### src/rtl/pwr_mode_pkg.sv
package pwr_mode_pkg;

  typedef enum logic [2:0] {
    PM_RUN   = 3'd0,
    PM_DOZE  = 3'd1,
    PM_NAP   = 3'd2,
    PM_SLEEP = 3'd3,
    PM_OFF   = 3'd4
  } pm_mode_e;

  typedef struct packed {
    logic unit;
    logic cache;
    logic pll;
  } pm_gate_t;

  function automatic logic is_sleep_code(input logic [2:0] code);
    return (code >= 3'd1) && (code <= 3'd4);
  endfunction

  function automatic pm_gate_t gate_profile(input pm_mode_e m);
    pm_gate_t g;
    case (m)
      PM_DOZE: g = '{unit: 1'b0, cache: 1'b1, pll: 1'b1};
      PM_NAP:  g = '{unit: 1'b0, cache: 1'b0, pll: 1'b1};
      PM_SLEEP,
      PM_OFF:  g = '{unit: 1'b0, cache: 1'b0, pll: 1'b0};
      default: g = '{unit: 1'b1, cache: 1'b1, pll: 1'b1};
    endcase
    return g;
  endfunction

  function automatic logic timer_may_wake(input pm_mode_e m);
    return (m == PM_DOZE) || (m == PM_NAP);
  endfunction

endpackage

### src/rtl/pwr_wake_qual.sv
module pwr_wake_qual
  import pwr_mode_pkg::*;
(
  input  logic     asleep,
  input  pm_mode_e mode,
  input  logic     timeout_in,
  input  logic     ext_irq,
  output logic     wake
);
  always_comb begin
    wake = asleep && (ext_irq || (timeout_in && timer_may_wake(mode)));
  end
endmodule

### src/rtl/pwr_lat_sel.sv
module pwr_lat_sel
  import pwr_mode_pkg::*;
#(
  parameter int DOZE_LAT  = 3,
  parameter int NAP_LAT   = 5,
  parameter int SLEEP_LAT = 10,
  parameter int OFF_LAT   = 200,
  parameter int LAT_W     = 8
) (
  input  pm_mode_e         mode,
  output logic [LAT_W-1:0] lat_m1
);
  always_comb begin
    case (mode)
      PM_DOZE:  lat_m1 = LAT_W'(DOZE_LAT - 1);
      PM_NAP:   lat_m1 = LAT_W'(NAP_LAT - 1);
      PM_SLEEP: lat_m1 = LAT_W'(SLEEP_LAT - 1);
      PM_OFF:   lat_m1 = LAT_W'(OFF_LAT - 1);
      default:  lat_m1 = '0;
    endcase
  end
endmodule

### src/rtl/pwr_resume_timer.sv
module pwr_resume_timer #(
  parameter int LAT_W = 8
) (
  input  logic             clk,
  input  logic             rst,
  input  logic             load,
  input  logic [LAT_W-1:0] load_val,
  output logic             cache_stage,
  output logic             done
);
  logic [LAT_W-1:0] cnt;
  logic             busy;

  always_ff @(posedge clk) begin
    if (rst) begin
      cnt  <= '0;
      busy <= 1'b0;
    end else if (load) begin
      cnt  <= load_val;
      busy <= 1'b1;
    end else if (busy) begin
      if (cnt == '0) busy <= 1'b0;
      else           cnt  <= cnt - 1'b1;
    end
  end

  assign cache_stage = busy && (cnt == LAT_W'(1));
  assign done        = busy && (cnt == '0);
endmodule

### src/rtl/pwr_mode_ctl.sv
module pwr_mode_ctl
  import pwr_mode_pkg::*;
#(
  parameter int DOZE_LAT  = 3,
  parameter int NAP_LAT   = 5,
  parameter int SLEEP_LAT = 10,
  parameter int OFF_LAT   = 200
) (
  input  logic       clk,
  input  logic       rst,
  input  logic       req_valid,
  input  logic [2:0] req_mode,
  input  logic       timeout_in,
  input  logic       ext_irq,
  output logic       unit_clk_en,
  output logic       cache_en,
  output logic       pll_en,
  output logic [2:0] mode_out,
  output logic       ready
);
  localparam int MAX_A = (DOZE_LAT > NAP_LAT) ? DOZE_LAT : NAP_LAT;
  localparam int MAX_B = (SLEEP_LAT > OFF_LAT) ? SLEEP_LAT : OFF_LAT;
  localparam int MAX_LAT = (MAX_A > MAX_B) ? MAX_A : MAX_B;
  localparam int LAT_W = $clog2(MAX_LAT + 1);

  typedef enum logic [1:0] {ST_RUN, ST_SLEEP, ST_WAKE} st_e;

  st_e              st;
  pm_mode_e         mode_q;
  logic             wake;
  logic [LAT_W-1:0] lat_m1;
  logic             t_cache;
  logic             t_done;
  pm_gate_t         entry_gate;

  assign entry_gate = gate_profile(pm_mode_e'(req_mode));

  pwr_wake_qual u_wake (
    .asleep     (st == ST_SLEEP),
    .mode       (mode_q),
    .timeout_in (timeout_in),
    .ext_irq    (ext_irq),
    .wake       (wake)
  );

  pwr_lat_sel #(
    .DOZE_LAT (DOZE_LAT),
    .NAP_LAT  (NAP_LAT),
    .SLEEP_LAT(SLEEP_LAT),
    .OFF_LAT  (OFF_LAT),
    .LAT_W    (LAT_W)
  ) u_lat (
    .mode   (mode_q),
    .lat_m1 (lat_m1)
  );

  pwr_resume_timer #(.LAT_W(LAT_W)) u_timer (
    .clk         (clk),
    .rst         (rst),
    .load        (wake),
    .load_val    (lat_m1),
    .cache_stage (t_cache),
    .done        (t_done)
  );

  always_ff @(posedge clk) begin
    if (rst) begin
      st          <= ST_RUN;
      mode_q      <= PM_RUN;
      unit_clk_en <= 1'b1;
      cache_en    <= 1'b1;
      pll_en      <= 1'b1;
      ready       <= 1'b1;
    end else begin
      case (st)
        ST_RUN: begin
          if (req_valid && is_sleep_code(req_mode)) begin
            st          <= ST_SLEEP;
            mode_q      <= pm_mode_e'(req_mode);
            unit_clk_en <= entry_gate.unit;
            cache_en    <= entry_gate.cache;
            pll_en      <= entry_gate.pll;
            ready       <= 1'b0;
          end
        end
        ST_SLEEP: begin
          if (wake) begin
            st     <= ST_WAKE;
            pll_en <= 1'b1;
          end
        end
        ST_WAKE: begin
          if (t_cache) cache_en <= 1'b1;
          if (t_done) begin
            st          <= ST_RUN;
            mode_q      <= PM_RUN;
            unit_clk_en <= 1'b1;
            cache_en    <= 1'b1;
            ready       <= 1'b1;
          end
        end
        default: st <= ST_RUN;
      endcase
    end
  end

  assign mode_out = mode_q;
endmodule

### config.mk
export PLATFORM = sky130hd
export DESIGN_NAME = pwr_mode_ctl
export DESIGN_NICKNAME = d
export VERILOG_FILES = /design/src/rtl/pwr_mode_pkg.sv /design/src/rtl/pwr_wake_qual.sv /design/src/rtl/pwr_lat_sel.sv /design/src/rtl/pwr_resume_timer.sv /design/src/rtl/pwr_mode_ctl.sv
export SDC_FILE = /design/constraint.sdc
export NUM_CORES = 1
export LEC_CHECK = 0
export ABC_AREA = 1
export ABC_CLOCK_PERIOD_IN_PS = 3440
export BUFFER_PORTS_ARGS = -buffer_cell sky130_fd_sc_hd__buf_4
export CORE_ASPECT_RATIO = 1.4
export CORE_MARGIN = 1.5
export CORE_UTILIZATION = 38
export DETAILED_ROUTE_END_ITERATION = 16
export SKIP_CTS_REPAIR_TIMING = 1
export SYNTH_ARGS = -nofsm -noshare
export SYNTH_HDL_FRONTEND = slang
export SYNTH_SLANG_ARGS = --single-unit
### constraint.sdc
create_clock -name clk -period 3.44 [get_ports clk]
set_clock_uncertainty 0.15 [all_clocks]
set_input_delay 0.344 -clock clk [delete_from_list [all_inputs] [get_ports clk]]
set_output_delay 0.344 -clock clk [all_outputs]
set_load 0.01 [all_outputs]
# Word level (Yosys, flattened, before mapping)

Cells that the tools add are included.

Add/sub/neg operators: 1
$mul: 0
Divide/modulo/power cells: 0
$lt $le $gt $ge: 2
Eq/ne operators: 16
Shift-type cells: 0
Mux-type cells: 27
Bitwise logic cells: 0
Reduce and logical (&&, ||, !) cells: 19

Operators with widths:

| operator                                                           | count |
|---|---|
| one-hot mux 8 bit (4 select lines)                                 | 1 |
| 2-to-1 mux 8 bit                                                   | 3 |
| == test 3 x 2 -> 1 bit (second input constant)                     | 4 |
| AND reduction 3 bit                                                | 4 |
| 2-to-1 mux 1 bit                                                   | 11 |
| one-hot mux 3 bit (3 select lines)                                 | 1 |
| == test 8 x 1 -> 1 bit (second input constant)                     | 1 |
| logical NOT 8 bit                                                  | 1 |
| one-hot mux 1 bit (2 select lines)                                 | 4 |
| subtractor 8 x 1 -> 8 bit (second input constant)                  | 1 |
| == test 3 x 1 -> 1 bit (second input constant)                     | 2 |
| == test 3 bit (second input constant)                              | 2 |
| logical AND 1 bit                                                  | 6 |
| 2-to-1 mux 2 bit                                                   | 3 |
| 2-to-1 mux 3 bit                                                   | 2 |
| one-hot mux 2 bit (3 select lines)                                 | 1 |
| one-hot mux 3 bit (2 select lines)                                 | 1 |
| nonzero test 2 bit                                                 | 3 |
| != test 2 x 1 -> 1 bit (second input constant)                     | 2 |
| != test 2 bit (second input constant)                              | 2 |
| greater-or-equal comparator 3 x 1 -> 1 bit (second input constant) | 1 |
| less-or-equal comparator 3 bit (second input constant)             | 1 |
| != test 3 bit (second input constant)                              | 1 |
| == test 2 x 1 -> 1 bit (second input constant)                     | 1 |
| other kinds (5)                                                    | 6 |

Flip-flop bits (word level): 18
Bits in latches: 0
Memory bits (writable): 0
Bits in read-only memories: 0
Input port bits: 8
Output and inout bits: 7
Word-level logic and storage cells: 73
Memories: 0

# Logic depth before layout (Yosys ltp)

Word-level depth: 7
Mapped depth: 10
Mapped depth without buffers: 10

# Modules after synthesis

Synthesis repeated with hierarchy kept, for this count alone.

Cell total of the unflattened synthesis: 193
Area, all modules: 1222.4 µm²

Modules (own cells, without submodules):

| module           | instances | cells an instance | area an instance (µm²) | sequential area each (µm²) |
|---|---|---|---|---|
| pwr_resume_timer | 1         | 97                | 618.1                  | 180.2 |
| pwr_mode_ctl     | 1         | 70                | 473.0                  | 180.2 |
| pwr_lat_sel      | 1         | 16                | 75.1                   | 0.0 |
| pwr_wake_qual    | 1         | 10                | 56.3                   | 0.0 |

# Worst setup path before layout

Ideal clock, no wire load.

Kind: register to register
Start point: register mode_q[1] (netlist: mode_out[1])
End point: register u_timer.cnt[1]
Setup time: 113 ps
Data arrival time: 1160 ps
Data required time: 3177 ps
Setup slack: 2017 ps
Stages on the path, launching flop included: 11
Buffers on the path: 1
Period minus slack after synthesis: 1423 ps
Path through: dfxtp_1 inv_2 nand2_1 nand3_1 nand2_2 nand2_2 buf_4 nand2_1 nand2_1 nor2_1 nor2_1

Longest elaborated chain between the ends: 7
Elaborated cells between the ends (all ways): 13
Classes of those cells: 5 x eq/ne; 2 x mux; 6 x reduce/logical

RTL lines:

| item                                                                          | line                                  | text |
|---|---|---|
| from (decl)                                                                   | pwr_mode_ctl.sv:29                    | `pm_mode_e mode_q;` |
| from (signal assigned)                                                        | pwr_mode_ctl.sv:79                    | `mode_q <= pm_mode_e'(req_mode);` |
| == test 3 x 1 -> 1 bit / == test 3 x 2 -> 1 bit (equally long branches)       | pwr_mode_pkg.sv:34, pwr_lat_sel.sv:14 |  |
| logical OR 1 bit                                                              | pwr_mode_pkg.sv:34                    | `return (m == PM_DOZE) \|\| (m == PM_NAP);` |
| logical AND 1 bit                                                             | pwr_wake_qual.sv:11                   | `wake = asleep && (ext_irq \|\| (timeout_in && timer_may_wake(mode)));` |
| logical OR 1 bit                                                              | pwr_wake_qual.sv:11                   |  |
| logical AND 1 bit                                                             | pwr_wake_qual.sv:11                   |  |
| != test 2 x 1 -> 1 bit (no line) / nonzero test 2 bit (equally long branches) | n/a                                   |  |
| AND reduction 2 bit (no line)                                                 | n/a                                   |  |
| to (signal assigned)                                                          | pwr_resume_timer.sv:19                | `cnt <= load_val;` |
| to (signal assigned)                                                          | pwr_resume_timer.sv:23                | `else cnt <= cnt - 1'b1;` |
| to (decl)                                                                     | pwr_resume_timer.sv:11                | `logic [LAT_W-1:0] cnt;` |

Parallel ways exist; a longest one is shown, timed or not.
A chain may end at the register's enable or synchronous reset.

# Final worst setup path

Same ends and word-level chain as after synthesis.

==> impl_metrics.py <==
metrics = {
    "timing": {
        "slew_violations": 0,
        "fmax_ghz": 0.599,
        "worst_pin_slew_ps": 298,
        "fin_crit_sh_pct": 48.5,
        "slew_headroom_pct": 80.1,
        "fin_hold_ws_ps": 160,
        "fin_setup_tns_ps": 0,
        "finalWorstSetupSlack_ps": 1770,
        "finalSetupViolations": 0,
        "fin_crit_ps": 1670,
        "final_hold_viol_count": 0,
        "rsz0062_at_grt": "no",
    },
    "critical_path": {
        "timing.rr.end": "u_timer.cnt[1]",
        "reg2reg_depth": 9,
        "critPathCaptureType": "flip-flop",
        "path_class": "flip-flop to flip-flop",
        "crit_required_ps": 3440,
        "ff2ff_setup_slack_ps": 1770,
        "worstReg2RegStart": "mode_out[1]",
        "arrival_ps": 1670,
        "path_max_fanout": 12,
        "critPathLaunchType": "flip-flop",
    },
    "synth": {
        "syn-instance-count": 178,
        "yosysTopAreaCell": "dfxtp_1",
        "ys_ff_latch": 18,
        "yosys-top-cells-area": "dfxtp_1 32%, nand2_1 14%, nor2_1 11%",
        "synth-seq-area-share_pct": 32.3,
        "synth_warnings": 0,
        "synth_fp_nets": 189,
        "synth.avg_cell_area_um2": 6.28,
        "syn-cell-area_um2": 1120,
        "yosysTopAreaCellShare_pct": 32.3,
        "synth.distinct_cells": 22,
    },
    "drt": {
        "drc": 0,
        "via_per_inst": 4.76,
        "dr.first_iter.drc_count": 22,
        "dr.pass1.iters": 4,
        "antenna_left": 0,
        "drt_wl_total_mm": 2.52,
        "num_vias": 1095,
        "wl_per_cell_um": 11.0,
    },
    "clock_tree": {
        "cts.clk_slew.worst_paths_ps": 70,
        "cts_made_buffers": 3,
        "cts.sinks": 18,
        "cts_tree": "built",
        "cts_root_buf": "clkbuf_8",
        "htreeDepth": 1,
        "clockBufferDepth": 2,
        "insertion_delay_ps": 250,
    },
    "place": {
        "dp_hpwl_mm": 2.05,
        "port_buffers": 14,
        "globalplace.congestion": 0.802,
        "dp_slack_ps": 1780,
        "place_area_um2": 1250,
    },
    "finish": {
        "area_growth_pct": 16.5,
        "drive_above_1_share_pct": 18.1,
        "seqCellArea_um2": 360,
        "n_antenna_cell": 0,
        "multiInputGateArea_um2": 648,
        "final_cell_area_um2": 1300,
        "nets": 205,
        "n_fill_cell": 329,
        "final_util_pct": 46.1,
    },
    "die": {
        "die-area_um2": 3280,
        "start_util_pct": 39.6,
        "fp.dieH_um": 67.2,
        "rows": 23,
        "die_x_um": 48.8,
        "io_pins": 15,
        "core_um2": 2820,
    },
    "grt": {
        "grt_first_pass_wirelength_mm": 4.49,
        "grt_pass1_vias": 1082,
        "antenna_found_initial": 0,
        "track_usage_pct": 17.9,
        "grt_overflow": 0,
        "grt_max_degree": 13,
    },
    "flow_run": {
        "max_cap_violations": 0,
    },
    "outcome": {
        "status": "finished, final reports clean",
    },
    "min_path": {
        "hold_start": "rst",
        "holdPathEnd": "st[1]",
        "min_path_type": "input pin to flip-flop",
        "whs_path_depth": 2,
    },
    "pwr": {
        "leakage_nw": 0.644,
        "powerDensity_nw_per_um2": 468,
        "ir_worst_vdd_mv": 0.192,
    },
}
synthesized netlist by cell type, drive strengths merged:
cell and count:
nand2 52, nor2 38, inv 23, dfxtp 18
nand3 15, o21ai 14, a21oi 7, ha 3
buf 2, nand4 2, clkbuf 1, nor3b 1
o211ai 1, xor2 1
how the worst max path moves through the flow:
stage | slack, ps | from | endpoint
after floorplan | 2020 | mode_out[1] | u_timer.cnt[1]
final | 1770 | mode_out[1] | u_timer.cnt[1]
after global routing | 1600 | mode_out[0] | u_timer.cnt[6]
after CTS | 1770 | mode_out[1] | u_timer.cnt[6]
after detailed placement | 1780 | mode_out[1] | u_timer.cnt[6]
after global placement | 1840 | req_mode[1] | mode_out[0]
state kept, by name, indices dropped and copies added, names as in the netlist:
name	count
u_timer.busy	1
cache_en	1
ready	1
unit_clk_en	1
mode_out	3
st	2
pll_en	1
u_timer.cnt	8
kinds of logic after synthesis:
| group | count (synthesis) | synth area share (%) |
|---|---|---|
| flops | 18 | 32.3 |
| compound gates | 22 | 10.4 |
| fa+ha+maj | 3 | 3.36 |
| buf+inv | 26 | 9.74 |
| simple gates | 108 | 43.4 |
| xor+xnor | 1 | 0.784 |
placed cells by master (no fill, tap or decap), types with 3 or more instances in the layout:
cell type / Yosys / layout
nand3_1: 15 / 15
nor2_1: 34 / 34
dfxtp_1: 18 / 18
buf_4: 1 / 14
nand2_2: 7 / 7
o21ai_0: 7 / 7
inv_1: 20 / 20
clkbuf_8: 0 / 4
ha_1: 3 / 3
inv_2: 3 / 3
a21oi_1: 7 / 7
o21ai_1: 6 / 6
nand2_1: 43 / 43
metal layers:
layer | wire length (um) | share of wire [%] | up-vias | GRT usage [%]
met3 | 53 | 2.1 | 4 | 3.32
li1 | - | - | 587 | -
met1 | 1060 | 42 | 487 | 17.5
met4 | 37 | 1.5 | 0 | 8.93
met2 | 1380 | 55 | 17 | 35.8
met5 | 0 | 0 | - | 0
through the flow:
stage | power (W) | instances
6_report | 0.000609 | 230
5_1_grt | 0.000658 | 230
4_1_cts | 0.000617 | 230
3_5_place_dp | 0.000441 | 226
3_3_place_gp | 0.000438 | 226
2_1_floorplan | 0.000392 | 178
report_power, final:
| part | internal (W) | switching, W |
|---|---|---|
| sequential | 0.000229 | 0.0000195 |
| clock | 0.000102 | 0.0000725 |
| combinational | 0.0000738 | 0.000113 |
| total | 0.000405 | 0.000205 |
critical path, stage by stage, from the launching register on:
cell and delay, ps:
dfxtp_1 380, inv_2 60, nand2_1 100, nand3_1 120, nand2_2 100, nand2_2 150
nand2_2 240, nand2_1 90, nor2_1 110, nor2_1 60
area by class of cell:
type                    instances  area share (%)
clock buffers                   4            4.23
repair buffers                 14            8.08
multi-input cells             134            49.8
inverters                      23            6.63
well taps                      37            3.56
flip-flops and latches         18            27.7
(Power assumes the default switching activity.)
